===== config.mk =====
export PLATFORM = sky130hd
export DESIGN_NAME = booth_mul_r4
export DESIGN_NICKNAME = d
export VERILOG_FILES = /design/src/rtl/booth_pkg.sv /design/src/rtl/booth_digit_enc.sv /design/src/rtl/booth_pp_sel.sv /design/src/rtl/booth_pp_sum.sv /design/src/rtl/booth_mul_r4.sv
export SDC_FILE = /design/constraint.sdc
export NUM_CORES = 1
export LEC_CHECK = 0
export CAP_MARGIN = 10
export CORE_ASPECT_RATIO = 0.75
export CORE_MARGIN = 1.5
export CORE_UTILIZATION = 30
export CTS_BUF_LIST = sky130_fd_sc_hd__clkbuf_4 sky130_fd_sc_hd__clkbuf_8
export CTS_CLUSTER_SIZE = 30
export DETAILED_ROUTE_END_ITERATION = 8
export SLEW_MARGIN = 20
export SYNTH_ARGS = -nofsm -noshare
export SYNTH_HDL_FRONTEND = slang
export SYNTH_HIERARCHICAL = 1
export SYNTH_SLANG_ARGS = --single-unit

===== constraint.sdc =====
create_clock -name clk -period 11.16 [get_ports clk]
set_input_delay 1.116 -clock clk [delete_from_list [all_inputs] [get_ports clk]]
set_output_delay 1.116 -clock clk [all_outputs]
set_load 0.01 [all_outputs]

===== src/rtl/booth_pkg.sv =====
// Shared types for the radix-4 Booth multiplier.
// Assumes: nothing beyond IEEE 1800-2017 packed structs.
package booth_pkg;

    // One recoded radix-4 digit: sign, doubled magnitude, single magnitude.
    typedef struct packed {
        logic dir;   // 1: negated multiplicand
        logic shft;  // 1: magnitude is 2M
        logic add;   // 1: magnitude is 1M
    } booth_digit_t;

endpackage


===== src/rtl/booth_digit_enc.sv =====
// Radix-4 digit encoder: turns one 3-bit overlapping multiplier window
// into the sign / double / single control triple.
// Assumes: win = {bit 2k+1, bit 2k, bit 2k-1}, bit -1 being a zero.
module booth_digit_enc
    import booth_pkg::*;
(
    input  logic [2:0]   win,
    output booth_digit_t dig
);

    // Decode the window into the three control bits.
    always_comb begin
        dig.add  = win[1] ^ win[0];
        dig.shft = (win[2] ^ win[1]) & ~(win[1] ^ win[0]);
        dig.dir  = win[2];
    end

    // A digit never selects both magnitudes.
    always_comb begin
        p_mag_excl_r5: assert (!(dig.shft && dig.add))
            else $error("double and single magnitudes both selected");
    end

endmodule


===== src/rtl/booth_pp_sel.sv =====
// Partial-product selector for digit K: picks 0, M or 2M, inverts it when
// the digit is negative, sign-extends to PW bits and aligns it at column 2K.
// The +1 that completes the negation is reported on neg for the adder.
// Assumes: WIDTH >= 2, PW = 2*WIDTH, 2*K < PW.
module booth_pp_sel
    import booth_pkg::*;
#(
    parameter int WIDTH = 16,
    parameter int PW    = 2 * WIDTH,
    parameter int K     = 0
) (
    input  logic [WIDTH-1:0] mcand,
    input  booth_digit_t     dig,
    output logic [PW-1:0]    pp,
    output logic             neg
);

    localparam int MW = WIDTH + 1;   // magnitude width, room for 2M
    localparam int XW = PW - MW;     // sign-extension bits

    logic [MW-1:0] mag;
    logic [MW-1:0] body;
    logic          live;
    logic [PW-1:0] ext;

    // Select the magnitude of this digit.
    always_comb begin
        if (dig.shft)
            mag = {mcand, 1'b0};
        else if (dig.add)
            mag = {mcand[WIDTH-1], mcand};
        else
            mag = '0;
    end

    // Apply the sign only to a non-zero digit so -0x stays zero.
    always_comb begin
        live = dig.shft | dig.add;
        neg  = dig.dir & live;
        body = neg ? ~mag : mag;
        ext  = {{XW{body[MW-1]}}, body};
        pp   = ext << (2 * K);
    end

    // A negation correction only comes from a negative digit.
    always_comb begin
        p_neg_dir_r6: assert (!neg || dig.dir)
            else $error("correction bit without sign");
        // A digit with no magnitude contributes nothing.
        p_zero_digit_r6: assert (dig.shft || dig.add || (pp == '0 && !neg))
            else $error("zero digit left a contribution");
    end

endmodule


===== src/rtl/booth_pp_sum.sv =====
// Sums ND aligned partial products and the packed negation corrections.
// Assumes: all inputs already PW bits wide; result is taken modulo 2^PW.
module booth_pp_sum #(
    parameter int PW = 32,
    parameter int ND = 8
) (
    input  logic [ND-1:0][PW-1:0] pps,
    input  logic [PW-1:0]         fix,
    output logic [PW-1:0]         sum
);

    // Accumulate the correction word and every partial product.
    always_comb begin
        sum = fix;
        for (int k = 0; k < ND; k++) begin
            sum = sum + pps[k];
        end
    end

endmodule


===== src/rtl/booth_mul_r4.sv =====
// Radix-4 Booth signed multiplier with one registered output stage.
// Recodes the multiplier into (WIDTH+1)/2 digits, selects partial
// products, sums them and loads the product register on in_valid.
// Assumes: WIDTH >= 2; synchronous active-low reset.
module booth_mul_r4
    import booth_pkg::*;
#(
    parameter int WIDTH = 16
) (
    input  logic               clk,
    input  logic               rst_n,
    input  logic               in_valid,
    input  logic [WIDTH-1:0]   mcand,
    input  logic [WIDTH-1:0]   mplier,
    output logic               out_valid,
    output logic [2*WIDTH-1:0] product
);

    localparam int ND = (WIDTH + 1) / 2;   // digit count
    localparam int YW = 2 * ND;            // even multiplier width
    localparam int PW = 2 * WIDTH;         // product width

    logic [YW:0]            yx;
    logic [ND-1:0][PW-1:0]  pps;
    logic [ND-1:0]          negs;
    logic [PW-1:0]          fix;
    logic [PW-1:0]          sum;

    // Widen the multiplier to an even width and append the zero bit.
    generate
        if (YW == WIDTH) begin : g_even
            assign yx = {mplier, 1'b0};
        end else begin : g_odd
            assign yx = {mplier[WIDTH-1], mplier, 1'b0};
        end
    endgenerate

    // One encoder and one selector per digit.
    generate
        for (genvar k = 0; k < ND; k++) begin : g_digit
            booth_digit_t dig;

            booth_digit_enc u_enc (
                .win (yx[2*k+2 : 2*k]),
                .dig (dig)
            );

            booth_pp_sel #(
                .WIDTH (WIDTH),
                .PW    (PW),
                .K     (k)
            ) u_sel (
                .mcand (mcand),
                .dig   (dig),
                .pp    (pps[k]),
                .neg   (negs[k])
            );
        end
    endgenerate

    // Place each negation +1 at its digit's lowest column.
    always_comb begin
        fix = '0;
        for (int k = 0; k < ND; k++) begin
            fix[2*k] = negs[k];
        end
    end

    booth_pp_sum #(
        .PW (PW),
        .ND (ND)
    ) u_sum (
        .pps (pps),
        .fix (fix),
        .sum (sum)
    );

    // Output stage: load on in_valid, flag validity one cycle later.
    always_ff @(posedge clk) begin
        if (!rst_n) begin
            product   <= '0;
            out_valid <= 1'b0;
        end else begin
            out_valid <= in_valid;
            if (in_valid)
                product <= sum;
        end
    end

    // ---------------- assertions ----------------
    logic                 prev_live;
    logic signed [PW-1:0] ref_prod;

    // Track that the previous edge was out of reset.
    always_ff @(posedge clk) begin
        prev_live <= rst_n;
    end

    // Independent wide signed product for checking.
    always_comb begin
        ref_prod = $signed({{WIDTH{mcand[WIDTH-1]}}, mcand}) *
                   $signed({{WIDTH{mplier[WIDTH-1]}}, mplier});
    end

    p_product_r1: assert property (@(posedge clk) disable iff (!rst_n)
        (prev_live && $past(in_valid)) |-> (product == $past(ref_prod)))
        else $error("product mismatch");

    p_valid_delay_r2: assert property (@(posedge clk) disable iff (!rst_n)
        prev_live |-> (out_valid == $past(in_valid)))
        else $error("out_valid not one cycle after in_valid");

    p_hold_r3: assert property (@(posedge clk) disable iff (!rst_n)
        (prev_live && !$past(in_valid)) |-> $stable(product))
        else $error("product changed without in_valid");

endmodule


# [Yosys cells after proc, flatten, opt, wreduce, memory -nomap -nowiden]
# Index checks and enable logic that the tools add are counted.
[totals] ff_bits=33 output_inout_bits=33 elab_cells=89 inputBits=35
[op_classes] add_sub_neg=8 mux=24 n_bitwise=55
[op_table] operator="17-bit two-way mux" count=24
[op_table] operator="32-bit adder" count=7
[op_table] operator="17-bit NOT" count=8
[op_table] operator="16-bit by 17-bit adder with 18-bit output" count=1
[op_table] operator="1-bit AND" count=16
[op_table] operator="1-bit bitwise XOR" count=15
[op_table] operator="1-bit NOT" count=8
[op_table] operator="1-bit bitwise OR" count=8

# [Depth between registers and ports, before layout]
# Gate-level depths: netlist (run 1).
[logic_depth] depth_word=13 depth_mapped=26 ltp_nobuf=24

# [By module]
# The synthesis (run 1) kept the hierarchy.
[modules_own_cells] module="booth_pp_sum" area_per_inst_um2=7086.8 n_inst=1 seq_area_each_um2=0.0 cells_each=738
[modules_own_cells] module="booth_pp_sel (g_digit[1].u_sel ...)" area_per_inst_um2=484.2 n_inst=7 seq_area_each_um2=0.0 cells_each=61
[modules_own_cells] module="booth_mul_r4" area_per_inst_um2=1273.7 n_inst=1 seq_area_each_um2=660.6 cells_each=106
[modules_own_cells] module="booth_pp_sel (g_digit[0].u_sel)" area_per_inst_um2=480.5 n_inst=1 seq_area_each_um2=0.0 cells_each=60
[modules_own_cells] module="booth_digit_enc" area_per_inst_um2=32.5 n_inst=8 seq_area_each_um2=0.0 cells_each=5

# [Worst setup path before layout (run 1)]
# Ideal clock, no wire load.
[synth_timing] path_type="input-to-reg" startpoint="input port mplier[0]" endpoint="register product[30]" setup_ps=65 arrival_time_ps=6346 path_stages=26 path_slack_ps=4748 cell_sequence="nand2b_1 -> o22ai_1 -> buf_4 -> nor2_1 -> nor2_1 -> buf_4 -> inv_1 -> fa_1 -> inv_1 -> fa_1 -> fa_1 -> inv_1 -> fa_1 -> inv_1 -> ha_1 -> buf_6 -> and4_4 -> buf_6 -> a31o_1 -> o21ai_2 -> o221ai_2 -> a221o_1 -> o41ai_2 -> xnor2_1 -> mux2i_1 -> nor2b_1"
[synth_lines] element="start: declaration" line_no="booth_mul_r4.sv:14" source="input logic [WIDTH-1:0] mplier,"
[synth_lines] element="end signal: assignment" line_no="booth_mul_r4.sv:86" source="product <= sum;"
[synth_lines] element="end: declaration" line_no="booth_mul_r4.sv:16" source="output logic [2*WIDTH-1:0] product"

==> flow_summary.toml, run 1 <==
[global_route]
antenna_found_initial = 0
grt_max_degree = 34
grt_pass1_vias = 8811
grt.overflow.total = 0
track_usage_pct = 14.5
grt_pass1_wl_mm = 49.1

[timing]
max_slew_margin_pct = 28.5
fin_tns_setup_ps = 0
tightest_slew_ps = 1070
setup_ws_ps = 3600
setup_viol = 0
finalCriticalPeriod_ps = 7560
hold_viol_final = 0
clock_skew_ps = 0
slew_viol_final = 0
fin_crit_sh_pct = 67.7
fmax_mhz = 132
rsz0062_at_grt = "false"

[synthesis]
ys_warn_count = 6
yosysSeqAreaShare_pct = 5.29
syn-cell-area_um2 = 12500
ys_types = 62
synthCells = 1371
ys_seq_elements = 33
syn_avg_cell_area_um2 = 9.11
synth_edf_count = 0
synth_ff_type = "dfxtp_1"
synthArstFlopShare_pct = 0

[worst_setup_path]
crit_required_ps = 11400
criticalPathCategory = "input pin to flop"
cp.arrival_ps = 7800
start_kind = "input pin"
end_kind = "flop"
crit_fanout = 22

[placed_design]
hpwl_mm = 26.0
post_dp_cell_area_um2 = 12900
dp_slack_ps = 3230
port_buffers = 67
gp_congestion = 0.898
place_inst = 1912

[detailed_routing]
via_per_inst = 4.44
routed_wl_mm = 30.6
drc = 0
drt_iter0_markers = 582
route.vias.total = 8521
route.antenna.remaining_nets = 0
wire_per_inst_um = 15.9
first_pass_iters = 5

[clock_network]
ctsHoldBuffers = 0
cts_tree = "done"
cts-root-buf = "clkbuf_8"
numCtsBuffers = 5
clkTransAtPathRegs_ps = 80
post_cts_resized = 0
cts_buffer_depth = 2
insertion_delay_ps = 290
postCtsSetupRepairBufs = 0
clock-sinks = 33
cts-htree-levels = 2

[status]
outcome = "completed"

[floorplanning]
io_pins = 68
die_w_um = 239
rows = 64
start_util_pct = 30.5
dieArea_um2 = 42900
fp.dieH_um = 180
core_area_um2 = 40900

[layout]
instances_no_fill = 1920
syn2layout_area_growth_pct = 3.99
drive_gt1_share_pct = 3.46
layout_common_cells = "296 x inv_1, 213 x fa_1, 135 x xor2_1, 112 x a22o_1, 83 x conb_1"
num_antenna_cells = 0
fillers = 4265
final_nets = 1638
final_cell_area_um2 = 13000
final_common_cell = "inv_1"

[run]
cap_violations = 0

[min_path]
hold_class = "flop to flop"
[layout make-up]
class	instances	area, um2	area share (%)
multi-input cells	937	9610	74.0
repair buffers	85	786	6.05
well taps	561	702	5.40
clock buffers	5	68.8	0.530
clock inverters	3	46.3	0.356
inverters	296	1110	8.55
flip-flops and latches	33	661	5.09
[sequential cells by signal, indices dropped and copies added, names as in the netlist]
signal     count
product       32
out_valid      1
[metrics by stage]
step	hold WS, ps	utilization [%]
floorplan	538	-
global placement	497	31.5
finish	519	31.7
CTS	529	31.8
detailed placement	508	31.5
global route	545	31.7
[Yosys cell counts (5+ instances only)]
| cell | instances | share of area, % |
|---|---|---|
| o21a_1 | 5 | 0.30 |
| nand2_1 | 35 | 1.1 |
| ha_1 | 32 | 3.2 |
| inv_1 | 296 | 8.9 |
| fa_1 | 213 | 34 |
| xor2_1 | 135 | 9.5 |
| nor2_1 | 38 | 1.1 |
| buf_2 | 9 | 0.36 |
| a211oi_1 | 5 | 0.30 |
| nor2b_4 | 8 | 0.88 |
| nor3_1 | 7 | 0.28 |
| a21o_1 | 7 | 0.42 |
| mux2i_1 | 33 | 2.6 |
| buf_4 | 152 | 9.1 |
| nand2b_1 | 21 | 1.1 |
| dfxtp_1 | 33 | 5.3 |
| buf_6 | 11 | 0.99 |
| nor2b_1 | 44 | 2.2 |
| o22ai_1 | 8 | 0.40 |
| xnor2_1 | 37 | 2.6 |
| conb_1 | 8 | 0.24 |
| o2bb2ai_1 | 8 | 0.56 |
| o311ai_1 | 8 | 0.56 |
| o21ai_0 | 13 | 0.52 |
| a22o_1 | 112 | 7.9 |
| nand3b_1 | 10 | 0.60 |
| a21oi_1 | 27 | 1.1 |
| clkbuf_1 | 5 | 0.15 |
[worst paths after layout]
kind / from / to / slack, ps / cells after the start
min reg2reg: product[24] / product[24] / 520 / 2
min: product[24] / product[24] / 520 / 2
max reg2reg: product[16] / product[16] / 10510 / 2
max: mplier[15] / product[31] / 3600 / 21
[cells by family after synthesis]
logic type / synth area share, %
AO/OA/AOI/OAI: 13.8
XOR/XNOR: 12.1
adder cells (fa/ha/maj): 37.3
buffers and inverters: 20.0
flip-flops: 5.29
multiplexers: 2.64
other: 0.240
AND/OR/NAND/NOR: 8.59
[worst max-delay path, cell delays in order]
cell             delay, ps
clkdlybuf4s50_1       1170
o22ai_1                200
buf_4                  240
nand2b_1               170
o311ai_1               390
fa_1                   530
fa_1                   500
fa_1                   540
inv_1                   50
fa_1                   540
inv_1                   60
ha_1                   430
a21oi_1                210
o21ai_0                180
a21o_1                 200
a211oi_1               500
a211o_1                220
nand2_1                 70
o211ai_1               210
mux2i_1                110
nor2b_1                130
[layer usage]
layer / vias to the layer above / global-route usage (%) / share of wire, %
met5: - / 0 / 0
met4: 0 / 1.54 / 0.65
met3: 12 / 1.92 / 6.7
met2: 242 / 21.2 / 40
met1: 4218 / 23.2 / 53
li1: 4049 / - / -
Power of run 1 is not shown: default switching activity piles up to over one toggle a cycle in this logic, so the estimate is an artifact.
==> run 2: changes to the inputs <==
==> constraint.sdc (replaced) <==
create_clock -name clk -period 7.23 [get_ports clk]
set_input_delay 0.723 -clock clk [delete_from_list [all_inputs] [get_ports clk]]
set_output_delay 0.723 -clock clk [all_outputs]
set_load 0.01 [all_outputs]
==> run 2 against run 1 <==
  * Global-route usage fell by 0.29 points
  * Critical endpoint is now product[30]
  * Largest cell class unchanged
  * Sequential share of layout area barely moved
  * Worst setup slack got worse by 3000 ps
  * Critical path depth rose by 2
  * Utilization rose by 0.24 points
  * Clock skew did not move
  * Sequential cell count did not move
  * First-iteration DRC count fell by 0.52%
  * Final cell count rose by 0.73%
==> flow_summary.toml, run 2 (synthesis gave the netlist of run 1 again) <==
[status]
outcome = "completed"

[clock_network]
ctsHoldBuffers = 0
cts_tree = "done"
cts-htree-levels = 2
clkTransAtPathRegs_ps = 70
post_cts_resized = 0
clock-sinks = 33
postCtsSetupRepairBufs = 0
insertion_delay_ps = 290
numCtsBuffers = 5
cts-root-buf = "clkbuf_8"
cts_buffer_depth = 2

[floorplanning]
die_w_um = 239
rows = 64
dieArea_um2 = 42900
core_area_um2 = 40900
io_pins = 68
fp.dieH_um = 180
start_util_pct = 30.5

[layout]
num_antenna_cells = 0
regMostFlops = "product"
final_common_cell = "inv_1"
syn2layout_area_growth_pct = 4.78
fillers = 4294
final_nets = 1652
layout_common_cells = "296 x inv_1, 213 x fa_1, 135 x xor2_1, 112 x a22o_1, 83 x conb_1"
reg_top3 = "product: 32 flops, out_valid: 1 flops"
drive_gt1_share_pct = 4.22
largest_reg_flops = 32

[timing]
finalCriticalPeriod_ps = 6640
max_slew_margin_pct = 34.3
fin_crit_sh_pct = 91.8
fin_tns_setup_ps = 0
hold_viol_final = 0
fmax_mhz = 151
slew_viol_final = 0
holdWs_ps = 524
setup_ws_ps = 593
rsz0062_at_grt = "false"
tightest_slew_ps = 985
clock_skew_ps = 0
setup_viol = 0

[worst_setup_path]
crit_required_ps = 7460
critical-path-top-delay-family = "adder cells"
end_kind = "flop"
cp_slowest_cell = "clkdlybuf4s50_1"
start_kind = "input pin"
criticalPathCategory = "input pin to flop"
path_cells = "clkdlybuf4s50_1, buf_4, xor2_1, nor2b_4, a22o_1, inv_1, fa_1, inv_1, fa_1, fa_1, inv_1, fa_1, inv_1, ha_1, a21oi_1, o21ai_0, a221oi_2, o221ai_2, a221o_1, o41ai_2, xnor2_1, mux2i_1, nor2b_1"
crit_fanout = 21
cpPeakStageDelay_ps = 550
path_buf_inv = 6
cp.arrival_ps = 6860

[min_path]
hold_class = "flop to flop"

[detailed_routing]
wl_met1_mm = 16.1
wl_met3_mm = 2.08
via_per_inst = 4.39
route.vias.total = 8493
drc = 0
wl_met2_mm = 11.8
highest_layer = "met4"
drt_iter0_markers = 579
routed_wl_mm = 30.3
wire_per_inst_um = 15.6
route.antenna.remaining_nets = 0
first_pass_iters = 5

[global_route]
grt_pass1_wl_mm = 48.4
track_usage_pct = 14.2
grt_pass1_vias = 8669
antenna_found_initial = 0
grt.overflow.total = 0
grt_max_degree = 34

[run]
cap_violations = 0

[placed_design]
gp_congestion = 0.936
hpwl_mm = 26.0
port_buffers = 67
dp_slack_ps = 325
-- run 2: per-stage QoR --
| step | cells | util [%] | area [um2] |
|---|---|---|---|
| floorplan | 1446 | - | 12800 |
| global route | 1934 | 32.0 | 13100 |
| global placement | 1926 | 31.7 | 13000 |
| detailed placement | 1926 | 31.7 | 13000 |
| finish | 1934 | 32.0 | 13100 |
| CTS | 1934 | 32.0 | 13100 |
-- run 2: area by class of cell --
class                      instances  area (um2)  share of cell area [%]
clock buffer                       7        96.3                   0.736
clock inverter                     1        5.00                  0.0382
inverter                         296        1110                    8.49
multi-input combinational        937        9610                    73.4
sequential                        33         661                    5.05
tap                              561         702                    5.36
timing repair buffer              99         901                    6.88
-- run 2: path summary, 6_finish.rpt --
kind | startpoint | endpoint | slack [ps] | cells past startpoint
min | product[10] | product[10] | 520 | 2
max reg2reg | product[31] | product[31] | 6580 | 2
max | mplier[1] | product[30] | 590 | 23
min reg2reg | product[10] | product[10] | 520 | 2
-- run 2: metal layers --
metal | up-vias | GRT usage, %
met5 | - | 0
met4 | 0 | 1.85
met3 | 22 | 2.53
met2 | 258 | 20.1
met1 | 4147 | 22.7
li1 | 4066 | -
-- run 2: tightest hold or removal path: stages (launching register included) --
cell     delay (ps)
dfxtp_1         330
mux2i_1          70
nor2b_1          90
Power of run 2 is left out for the same reason.
